### src/rtl/eag_pkg.sv
package eag_pkg;
  localparam int ADDR_W = 32;
  localparam int REG_W  = 3;
  localparam int DISP8_W = 8;

  localparam logic [1:0] MODE_REG   = 2'd3;
  localparam logic [1:0] MODE_NODSP = 2'd0;
  localparam logic [1:0] MODE_D8    = 2'd1;
  localparam logic [2:0] RM_ESCAPE  = 3'd4;
  localparam logic [2:0] RM_ABS     = 3'd5;
  localparam logic [2:0] IDX_NONE   = 3'd4;
  localparam logic [2:0] BASE_NONE  = 3'd5;

  typedef enum logic [1:0] {
    DISP_NONE = 2'd0,
    DISP_BYTE = 2'd1,
    DISP_WORD = 2'd2
  } disp_kind_e;

  typedef struct packed {
    logic       is_reg;
    logic       uses_sib;
    logic       base_en;
    logic       index_en;
    disp_kind_e dk;
  } dec_t;

  function automatic logic [ADDR_W-1:0] sext_byte(input logic [DISP8_W-1:0] b);
    return {{(ADDR_W-DISP8_W){b[DISP8_W-1]}}, b};
  endfunction

  function automatic logic [ADDR_W-1:0] scale_index(input logic [ADDR_W-1:0] v,
                                                    input logic [1:0] code);
    return v << code;
  endfunction
endpackage

### src/rtl/eag_field_decode.sv
module eag_field_decode
  import eag_pkg::*;
(
  input  logic [1:0]       mode_in,
  input  logic [REG_W-1:0] rm_in,
  input  logic [REG_W-1:0] sib_index,
  input  logic [REG_W-1:0] sib_base,
  output dec_t             dec,
  output logic [REG_W-1:0] base_sel,
  output logic [REG_W-1:0] index_sel
);
  logic direct;
  logic escape;
  logic abs_form;
  logic sib_nobase;

  assign direct     = (mode_in == MODE_REG);
  assign escape     = !direct && (rm_in == RM_ESCAPE);
  assign abs_form   = !escape && (mode_in == MODE_NODSP) && (rm_in == RM_ABS);
  assign sib_nobase = escape && (mode_in == MODE_NODSP) && (sib_base == BASE_NONE);

  assign base_sel  = escape ? sib_base : rm_in;
  assign index_sel = sib_index;

  always_comb begin
    dec.is_reg   = direct;
    dec.uses_sib = escape;
    dec.base_en  = !direct && !abs_form && !sib_nobase;
    dec.index_en = escape && (sib_index != IDX_NONE);
    if (direct)                       dec.dk = DISP_NONE;
    else if (abs_form || sib_nobase)  dec.dk = DISP_WORD;
    else if (mode_in == MODE_NODSP)   dec.dk = DISP_NONE;
    else if (mode_in == MODE_D8)      dec.dk = DISP_BYTE;
    else                              dec.dk = DISP_WORD;
  end
endmodule

### src/rtl/eag_addr_sum.sv
module eag_addr_sum
  import eag_pkg::*;
(
  input  dec_t              dec,
  input  logic [ADDR_W-1:0] base_val,
  input  logic [ADDR_W-1:0] index_val,
  input  logic [1:0]        scale_code,
  input  logic [ADDR_W-1:0] disp_raw,
  output logic [ADDR_W-1:0] base_term,
  output logic [ADDR_W-1:0] idx_term,
  output logic [ADDR_W-1:0] disp_term,
  output logic [ADDR_W-1:0] addr
);
  always_comb begin
    base_term = dec.base_en  ? base_val : '0;
    idx_term  = dec.index_en ? scale_index(index_val, scale_code) : '0;
    case (dec.dk)
      DISP_BYTE: disp_term = sext_byte(disp_raw[DISP8_W-1:0]);
      DISP_WORD: disp_term = disp_raw;
      default:   disp_term = '0;
    endcase
    addr = dec.is_reg ? '0 : (base_term + idx_term + disp_term);
  end
endmodule

### src/rtl/eag_unit.sv
module eag_unit
  import eag_pkg::*;
(
  input  logic              clk,
  input  logic              rst_n,
  input  logic              valid_in,
  input  logic [1:0]        mode_in,
  input  logic [REG_W-1:0]  rm_in,
  input  logic [1:0]        sib_scale,
  input  logic [REG_W-1:0]  sib_index,
  input  logic [REG_W-1:0]  sib_base,
  input  logic [ADDR_W-1:0] disp_in,
  output logic [REG_W-1:0]  rd_base_sel,
  input  logic [ADDR_W-1:0] rd_base_data,
  output logic [REG_W-1:0]  rd_index_sel,
  input  logic [ADDR_W-1:0] rd_index_data,
  output logic              out_valid,
  output logic              out_is_reg,
  output logic [REG_W-1:0]  out_reg_num,
  output logic [ADDR_W-1:0] out_addr,
  output logic              out_uses_sib,
  output logic [1:0]        out_disp_kind
);
  dec_t              dec;
  logic [ADDR_W-1:0] base_term;
  logic [ADDR_W-1:0] idx_term;
  logic [ADDR_W-1:0] disp_term;
  logic [ADDR_W-1:0] addr_next;

  eag_field_decode u_dec (
    .mode_in   (mode_in),
    .rm_in     (rm_in),
    .sib_index (sib_index),
    .sib_base  (sib_base),
    .dec       (dec),
    .base_sel  (rd_base_sel),
    .index_sel (rd_index_sel)
  );

  eag_addr_sum u_sum (
    .dec        (dec),
    .base_val   (rd_base_data),
    .index_val  (rd_index_data),
    .scale_code (sib_scale),
    .disp_raw   (disp_in),
    .base_term  (base_term),
    .idx_term   (idx_term),
    .disp_term  (disp_term),
    .addr       (addr_next)
  );

  always_ff @(posedge clk) begin
    if (!rst_n) begin
      out_valid     <= 1'b0;
      out_is_reg    <= 1'b0;
      out_reg_num   <= '0;
      out_addr      <= '0;
      out_uses_sib  <= 1'b0;
      out_disp_kind <= 2'd0;
    end else begin
      out_valid <= valid_in;
      if (valid_in) begin
        out_is_reg    <= dec.is_reg;
        out_reg_num   <= dec.is_reg ? rm_in : '0;
        out_addr      <= addr_next;
        out_uses_sib  <= dec.uses_sib;
        out_disp_kind <= dec.dk;
      end
    end
  end

  // a direct register result never carries address, index byte or displacement
  assert_reg_direct_R1: assert property (@(posedge clk) disable iff (!rst_n)
    (out_valid && out_is_reg) |-> (out_addr == '0 && !out_uses_sib && out_disp_kind == 2'd0));

  // byte displacement term is a sign extension of its low byte
  assert_disp_sext_R3: assert property (@(posedge clk) disable iff (!rst_n)
    (valid_in && dec.dk == DISP_BYTE) |->
      (disp_term[ADDR_W-1:DISP8_W] == {(ADDR_W-DISP8_W){disp_in[DISP8_W-1]}}));

  // a scaled index term has as many clear low bits as the scale code
  assert_scale_align_R7: assert property (@(posedge clk) disable iff (!rst_n)
    (valid_in && dec.index_en) |->
      ((idx_term & ((32'd1 << sib_scale) - 32'd1)) == '0));

  // the "no index" code contributes nothing
  assert_no_index_R8: assert property (@(posedge clk) disable iff (!rst_n)
    (valid_in && dec.uses_sib && sib_index == IDX_NONE) |-> (idx_term == '0));

  // the "no base" escape drops the base term and takes a full-word displacement
  assert_no_base_R9: assert property (@(posedge clk) disable iff (!rst_n)
    (valid_in && dec.uses_sib && mode_in == MODE_NODSP && sib_base == BASE_NONE) |->
      (base_term == '0 && disp_term == disp_in));

  // result valid trails the request by exactly one clock
  assert_latency_R11: assert property (@(posedge clk) disable iff (!rst_n)
    valid_in |=> out_valid);
  assert_idle_R11: assert property (@(posedge clk) disable iff (!rst_n)
    !valid_in |=> !out_valid);
endmodule

### config.mk
export PLATFORM = sky130hd
export DESIGN_NAME = eag_unit
export DESIGN_NICKNAME = d
export VERILOG_FILES = /design/src/rtl/eag_pkg.sv /design/src/rtl/eag_field_decode.sv /design/src/rtl/eag_addr_sum.sv /design/src/rtl/eag_unit.sv
export SDC_FILE = /design/constraint.sdc
export NUM_CORES = 1
export LEC_CHECK = 0
export BUFFER_PORTS_ARGS = -buffer_cell sky130_fd_sc_hd__buf_2
export CAP_MARGIN = 20
export CELL_PAD_IN_SITES_DETAIL_PLACEMENT = 0
export CELL_PAD_IN_SITES_GLOBAL_PLACEMENT = 2
export CORE_AREA = 5 5 136 138
export CTS_BUF_LIST = sky130_fd_sc_hd__clkbuf_4
export DETAILED_ROUTE_END_ITERATION = 12
export DIE_AREA = 0 0 141 143
export PLACE_DENSITY_LB_ADDON = 0.1
export SYNTH_ARGS = -nofsm -noshare
export SYNTH_HDL_FRONTEND = slang
export SYNTH_SLANG_ARGS = --single-unit
### constraint.sdc
create_clock -name clk -period 4.7 [get_ports clk]
set_input_delay 0.235 -clock clk [delete_from_list [all_inputs] [get_ports clk]]
set_output_delay 0.235 -clock clk [all_outputs]
set_load 0.05 [all_outputs]
# Word-level counts from Yosys, hierarchy flattened

Index checks and enable logic that the tools add are counted.

Flip-flop bits (word level): 40
Bits in latches: 0
RAM bits: 0
Bits in read-only memories: 0
Input port bits: 112
Output and inout bits: 46
Word-level logic and storage cells: 41
Memories: 0

Add/subtract/negate cells: 2
Multiply operators: 0
Div/mod/pow operators: 0
Magnitude comparators: 0
Equality and inequality tests: 8
Shifts and indexed selects: 1
Mux-type cells: 10
Bitwise logic cells: 0
Reductions and logical operators: 14

Operators with widths:

| operator                                                         | number |
|---|---|
| 32-bit 2-to-1 mux                                                | 3 |
| 32-bit adder                                                     | 2 |
| 32-bit one-hot mux with 2 select lines                           | 1 |
| 32-bit by 2-bit left shift with 32-bit output                    | 1 |
| 3-bit == test (second input constant)                            | 3 |
| 1-bit logical AND                                                | 8 |
| 2-bit 2-to-1 mux                                                 | 4 |
| 3-bit 2-to-1 mux                                                 | 2 |
| 2-bit by 1-bit == test with 1-bit output (second input constant) | 2 |
| 2-bit == test (second input constant)                            | 2 |
| 1-bit logical NOT                                                | 4 |
| 3-bit inequality test (second input constant)                    | 1 |
| 2-bit logical NOT                                                | 1 |
| 1-bit logical OR                                                 | 1 |

# Longest topological paths before layout

Gate-level depths: netlist of run 1.

Word-level depth: 13
Gate-level depth with buffers: 19
Mapped depth without buffers: 18

# Hierarchy

A second synthesis of run 1 with hierarchy kept.

Cells, all modules: 831
Area total of the unflattened synthesis: 6189.7 sq um

By module, submodules not included:

| module           | instances | cells each | area an instance (sq um) | seq. area each (sq um) |
|---|---|---|---|---|
| eag_addr_sum     | 1         | 678        | 4494.3                   | 0.0 |
| eag_unit         | 1         | 131        | 1531.5                   | 800.8 |
| eag_field_decode | 1         | 22         | 163.9                    | 0.0 |

# Least setup slack after synthesis of run 1

Ideal clock, no wire load.

Kind: in2reg
Start point: input rm_in[1]
End point: register out_addr[29]
Setup time: 0.124 ns
Data arrival time: 4.051 ns
Data required time: 4.576 ns
Setup slack: 0.524 ns
Stages: 17
Buffers on the path: 1
Path through: nand2b_1 > a2111oi_4 > clkbuf_1 > nand3_1 > fa_1 > inv_1 > ha_1 > fa_1 > a211oi_2 > o211ai_1 > nand2_1 > o31ai_2 > a21bo_1 > and4_1 > a2111oi_4 > xor2_1 > o21ai_1

Word-level cells in the longest chain between the ends: 12

Ends and longest elaborated chain:

| element                                                                       | line                                           | RTL |
|---|---|---|
| start: declaration                                                            | eag_unit.sv:8                                  | `input logic [REG_W-1:0] rm_in,` |
| 3-bit == test                                                                 | eag_field_decode.sv:18                         | `assign escape = !direct && (rm_in == RM_ESCAPE);` |
| 1-bit logical AND                                                             | eag_field_decode.sv:18                         |  |
| 1-bit logical NOT                                                             | eag_field_decode.sv:19                         | `assign abs_form = !escape && (mode_in == MODE_NODSP) && (rm_in == RM_ABS);` |
| 1-bit logical AND (2 in series)                                               | eag_field_decode.sv:19                         |  |
| 1-bit logical NOT / 1-bit logical OR (equally long branches)                  | eag_field_decode.sv:28, eag_field_decode.sv:31 |  |
| 1-bit logical AND / 2-bit 2-to-1 mux (equally long branches)                  | eag_field_decode.sv:28, eag_field_decode.sv:31 |  |
| 1-bit logical AND / 2-bit 2-to-1 mux (equally long branches)                  | eag_field_decode.sv:28, eag_field_decode.sv:30 |  |
| 32-bit 2-to-1 mux (tied with other cells)                                     | eag_addr_sum.sv:15                             | `base_term = dec.base_en ? base_val : '0;` |
| 32-bit adder / 32-bit one-hot mux with 2 select lines (equally long branches) | eag_addr_sum.sv:22, eag_addr_sum.sv:17         |  |
| 32-bit adder *                                                                | eag_addr_sum.sv:22                             | `addr = dec.is_reg ? '0 : (base_term + idx_term + disp_term);` |
| 32-bit 2-to-1 mux *                                                           | eag_addr_sum.sv:22                             |  |
| end signal: assignment                                                        | eag_unit.sv:65                                 | `out_addr <= addr_next;` |
| end: declaration                                                              | eag_unit.sv:20                                 | `output logic [ADDR_W-1:0] out_addr,` |

Every way passes the cells marked *; elsewhere a longest branch is shown, timed or not.
A chain may end at the register's enable or synchronous reset.

# Final worst setup path of run 1

Start point: input rm_in[1]
End point: register out_addr[21]

Same word-level chain as after synthesis.

==> run summary, run 1 <==
Status -> finished, final reports clean
Ys async rst share -> 0
Root buffer cell -> clkbuf_4
Reg2Reg Launch Point -> out_addr[31]
Synthesized flop and latch total -> 40
Tot Pwr -> 1.42 mW
DR pass1 iterations -> 4
Commonest non-fill, non-tap cell in the layout -> buf_2
Max reg flops -> 32
Crit Path Category -> in -> reg
GP Congestion -> 0.853
Skew final -> 0 ps
Die width -> 141 um
Max cap viols -> 0
Clock Pin Slew Worst Setup and Hold Paths -> 140 ps
Post-Syn Instances -> 653
Power Density -> 236 nW/um^2
Setup violations, final -> 0
Final min period -> 4170 ps
Unique cell type count in the Yosys netlist -> 52
First-pass GRT wire length -> 26.0 mm
Post-synthesis adder-cell area fraction -> 0.207
Largest register by flop count -> out_addr
Clk buf depth -> 2
CTS tree -> built
DP Wirelength -> 13.9 mm
1st-iter DRT viols -> 253
Post-route ant nets -> 0
Relative slew margins -> 0.558
Hold Path Class -> in -> reg
Multi-input logic area -> 3670 um^2
Layout cells sized above 1 -> 0.237
Register area share after synthesis -> 0.163
Post-synth EDFFs -> 0
Unrepaired setup endpoints after global routing -> false
# rows -> 48
Required @ worst endpoint -> 4920 ps
# IOs -> 158
Num Clock Sinks -> 40
Synth Area in Compound Gates -> 0.202
Core area -> 17100 um^2
Mux cell area share after synthesis -> 0.0743
Sum Neg Setup Slack -> 0 ps
Post-Syn Area -> 4900 um^2
Biggest regs -> out_addr x32, out_reg_num x3, out_disp_kind x2
Average wire per standard cell -> 15.8 um
Most frequent cells in the layout -> 157 x buf_2, 123 x nand2_1, 77 x inv_1
Leakage power -> 3.13 nW
Setup crit end kind -> register
Maximum clock rate -> 240 MHz
Startpoint types -> input port
Synth Flop Type -> dfxtp_1
Postcts setup bufs -> 0
Vias in the first global route -> 4878
Sequential Area -> 801 um^2
Starting Density -> 0.287
Die area -> 20200 um^2
Yosys warns -> 0
Xor and xnor area share after synthesis -> 0.0501
WP data arrival -> 4400 ps
R2r setup slk -> 3950 ps
Critical path endpoint -> out_addr[21]
Crit-path max FO -> 7
Combinational family with the most area after synthesis -> simple AND/OR/NAND/NOR gates
Max H-tree Level -> 2
Vias per cell -> 4.66
Vias -> 4763
Max-slew violation count -> 0
Hold Fails Final Rpt -> 0
R2R cell count -> 2
DRC -> 0
Layout fillers -> 1890
Global route overflow -> 0
Clock Latency Late Sink -> 360 ps
Syn_nets -> 827
Post-CTS Hold Fix Bufs -> 0
Initial antenna violation count -> 1
Reg-to-reg critical path endpoint -> out_addr[31]
Simple-gate portion of the synthesized area -> 0.214
Area growth syn-to-layout -> 23.1%
CTS Buf Count -> 5
DIE HEIGHT -> 143 um
Final Cycle Share -> 0.888
IO Port Bufs -> 157
Largest net degree at the start of global routing -> 37
Drt total wl -> 16.1 mm
Final net count -> 970
GR Util All Layers -> 0.159
Mean Syn Cell Area -> 7.50 um^2
Worst-Margin Slew -> 663 ps
Worst VDD drop -> 0.109 mV
CTS resizes -> 0
Critical Path Source -> rm_in[1]
==> where the power goes <==
group | leakage (nW) | switching (mW) | internal, mW
Clock | 0.0428 | 0.127 | 0.111
Combinational | 2.76 | 0.510 | 0.287
Sequential | 0.328 | 0.0157 | 0.373
Total | 3.13 | 0.652 | 0.771
==> cells in the mapped netlist, drive strengths merged (2+ instances only) <==
cell	number	area, um^2
xnor2	16	140
a32oi	2	17.5
and2	14	87.6
a31oi	3	18.8
fa	32	641
nand2	123	462
o21bai	6	45.0
nor3	5	25.0
nand3b	3	22.5
ha	30	375
mux2i	33	330
nor2b	6	37.5
o21ai	23	115
and3	5	31.3
mux2	3	33.8
and4	3	26.3
a21oi	46	234
o2111ai	2	17.5
a2111oi	3	70.1
nand3	34	170
nand2b	11	68.8
nor2	18	67.6
a21boi	10	75.1
a21o	15	113
dfxtp	40	801
o22ai	11	68.8
inv	77	289
nor3b	2	15.0
nand4	3	18.8
a211o	4	35.0
a211oi	4	35.0
clkbuf	30	113
xor2	12	105
buf	5	31.3
o211ai	8	60.1
==> worst max-delay path: stages <==
cell and delay [ps]:
buf_2 120, nand2b_1 200, a21oi_1 320, nor3_1 80
nor2_1 210, buf_4 200, nand2_1 80, fa_1 530
inv_1 80, fa_1 490, a211oi_2 340, o211ai_1 150
nand2_1 140, o31ai_2 120, buf_4 160, a221oi_1 370
o21ai_0 140, a21oi_1 190, xor2_1 160, o21ai_0 80
==> final cells by class <==
| class | instances | share of cell area |
|---|---|---|
| Sequential cell | 40 | 0.133 |
| Antenna cell | 1 | 0.000415 |
| Tap cell | 225 | 0.0467 |
| Multi-Input combinational cell | 501 | 0.609 |
| Clock inverter | 3 | 0.00706 |
| Clock buffer | 5 | 0.00623 |
| Inverter | 77 | 0.0479 |
| Timing Repair Buffer | 171 | 0.150 |
==> cells by family (layout without fill, tap and decap cells) <==
kind of cell    after synthesis  in the layout
fa+ha+maj                    62             62
buf+inv                     112            256
simple gates                229            229
compound gates              146            146
other cells                   0              1
mux                          36             36
xor+xnor                     28             28
flops                        40             40
==> per-stage QoR <==
step	setup WS (ps)	cells	util	cell area [um^2]	hold WS [ps]
after floorplan	524	653	-	4900	385
after global placement	288	1013	0.348	5940	430
after detailed placement	220	1013	0.348	5940	440
after CTS	602	1021	0.353	6020	155
after global routing	265	1023	0.353	6030	167
final	527	1023	0.353	6030	171
==> worst min-delay path by stage <==
stage                      start                to  slack [ps]  cells after the start
detailed placement  out_addr[20]      out_addr[20]         440                      2
CTS                   mode_in[0]  out_disp_kind[0]         150                      3
floorplan                  rst_n         out_valid         380                      1
global placement    out_addr[17]      out_addr[17]         430                      2
finish                  rm_in[1]    out_reg_num[1]         170                      3
global route          mode_in[0]  out_disp_kind[0]         170                      3
==> routing by layer <==
layer	vias up	share of wire	GRT usage
li1	2484	-	-
met1	2143	0.53	0.257
met2	125	0.40	0.219
met3	11	0.057	0.0228
met4	0	0.011	0.0316
met5	-	0	0
No activity file was read; power rests on OpenSTA's default activity.
==> run 2: changes to the inputs <==
Clock period 4.7 ns to 4.5 ns, I/O delays scaled along.
==> run 2 against run 1 <==
Via count up 0.71%; core utilization up 0.72 points; design area is 2.0% higher; wire length is essentially flat; critical path depth shrank 3; sequential share of layout area fell by 0.26 points; register-to-register slack worse by 190 ps; critical endpoint is now out_addr[29]; largest power group unchanged.
==> run summary, run 2 (synthesis gave the netlist of run 1 again) <==
Hold Path Class -> in -> reg
Post-CTS Hold Fix Bufs -> 0
Hold Fails Final Rpt -> 0
Skew final -> 0 ps
Leakage power -> 3.21 nW
Layout cells sized above 1 -> 0.251
Layout fillers -> 1901
Global route overflow -> 0
Most frequent cells in the layout -> 157 x buf_2, 123 x nand2_1, 77 x inv_1
Area growth syn-to-layout -> 25.6%
Vias per cell -> 4.63
Drt total wl -> 16.1 mm
CTS resizes -> 0
Post-route ant nets -> 0
Setup violations, final -> 0
Final Cycle Share -> 0.903
Placed cells -> 1027
Initial antenna violation count -> 1
# rows -> 48
Postcts setup bufs -> 0
Commonest non-fill, non-tap cell in the layout -> buf_2
GP Congestion -> 0.845
Worst-Margin Slew -> 644 ps
Clk buf depth -> 2
Maximum clock rate -> 246 MHz
WP data arrival -> 4300 ps
Startpoint types -> input port
CTS tree -> built
Sum Neg Setup Slack -> 0 ps
Max H-tree Level -> 2
Crit Path Category -> in -> reg
CTS Buf Count -> 5
DIE HEIGHT -> 143 um
Max cap viols -> 0
Relative slew margins -> 0.571
Starting Density -> 0.287
Unrepaired setup endpoints after global routing -> false
Core area -> 17100 um^2
Average wire per standard cell -> 15.6 um
Die width -> 141 um
Multi-input logic area -> 3670 um^2
Clock Pin Slew Worst Setup and Hold Paths -> 130 ps
Vias in the first global route -> 4960
Largest net degree at the start of global routing -> 37
DP Wirelength -> 14.0 mm
Final min period -> 4070 ps
Clock Latency Late Sink -> 360 ps
Worst VDD drop -> 0.124 mV
Crit-path max FO -> 30
DRC -> 0
Biggest regs -> out_addr x32, out_reg_num x3, out_disp_kind x2
Largest register by flop count -> out_addr
Die area -> 20200 um^2
Final net count -> 984
Max reg flops -> 32
Power Density -> 254 nW/um^2
DR pass1 iterations -> 4
First-pass GRT wire length -> 26.0 mm
Num Clock Sinks -> 40
Vias -> 4797
Setup crit end kind -> register
Max-slew violation count -> 0
# IOs -> 158
Final std cells w/o fill -> 1036
IO Port Bufs -> 157
Root buffer cell -> clkbuf_4
1st-iter DRT viols -> 196
Status -> finished, final reports clean
Sequential Area -> 801 um^2
GR Util All Layers -> 0.158
Required @ worst endpoint -> 4730 ps
## run 2: cell count changes in the layout (fill, tap and decap cells not counted)
cell / previous run / this run
buf_4: 13 / 27
bufinv_16: 1 / 2
clkinv_1: 1 / 0
clkinv_4: 1 / 0
## run 2: power by group
group | switching, mW | internal, mW
combinational | 0.538 | 0.326
sequential | 0.0169 | 0.389
clock | 0.124 | 0.170
## run 2: per-layer routing
layer,share of wire,global-route usage,vias to the layer above
li1,-,-,2508
met1,0.54,0.249,2173
met2,0.41,0.229,109
met3,0.041,0.0228,7
met4,0.0075,0.0280,0
met5,0,0,-
## run 2: final cells by class
type,instances,area share
multi-input combinational,501,0.597
tap,225,0.0458
sequential,40,0.130
antenna,1,0.000407
clock buffer,5,0.00610
inverter,77,0.0470
timing repair buffer,185,0.164
clock inverter,2,0.00976
## run 2: stage by stage
stage | worst slack [ps] | hold WS [ps] | util | instance area (um^2) | total power, mW
final | 435 | 167 | 0.361 | 6150 | 1.56
after global routing | 159 | 151 | 0.361 | 6150 | 1.69
after CTS | 433 | 147 | 0.360 | 6140 | 1.59
after detailed placement | 32.3 | 439 | 0.354 | 6040 | 1.28
after global placement | 107 | 432 | 0.354 | 6040 | 1.28
after floorplan | 334 | 375 | - | 4900 | 1.01
## run 2: worst paths after layout
kind,startpoint,end,slack (ps),cells after the start
setup reg to reg,out_addr[23],out_addr[23],3760,3
hold / removal,rm_in[2],out_reg_num[2],170,3
setup / recovery,rm_in[1],out_addr[29],430,17
hold reg to reg,out_addr[30],out_addr[30],460,2
## run 2: worst max-delay path: stages
cell,delay (ps)
buf_2,120
nand2b_1,200
a2111oi_4,490
buf_4,370
o211ai_1,170
fa_1,520
inv_1,40
ha_1,320
o21ai_0,350
o211ai_1,130
nand2_1,170
o31ai_2,140
a21bo_1,200
and4_1,220
a2111oi_4,380
xor2_1,180
o21ai_1,70
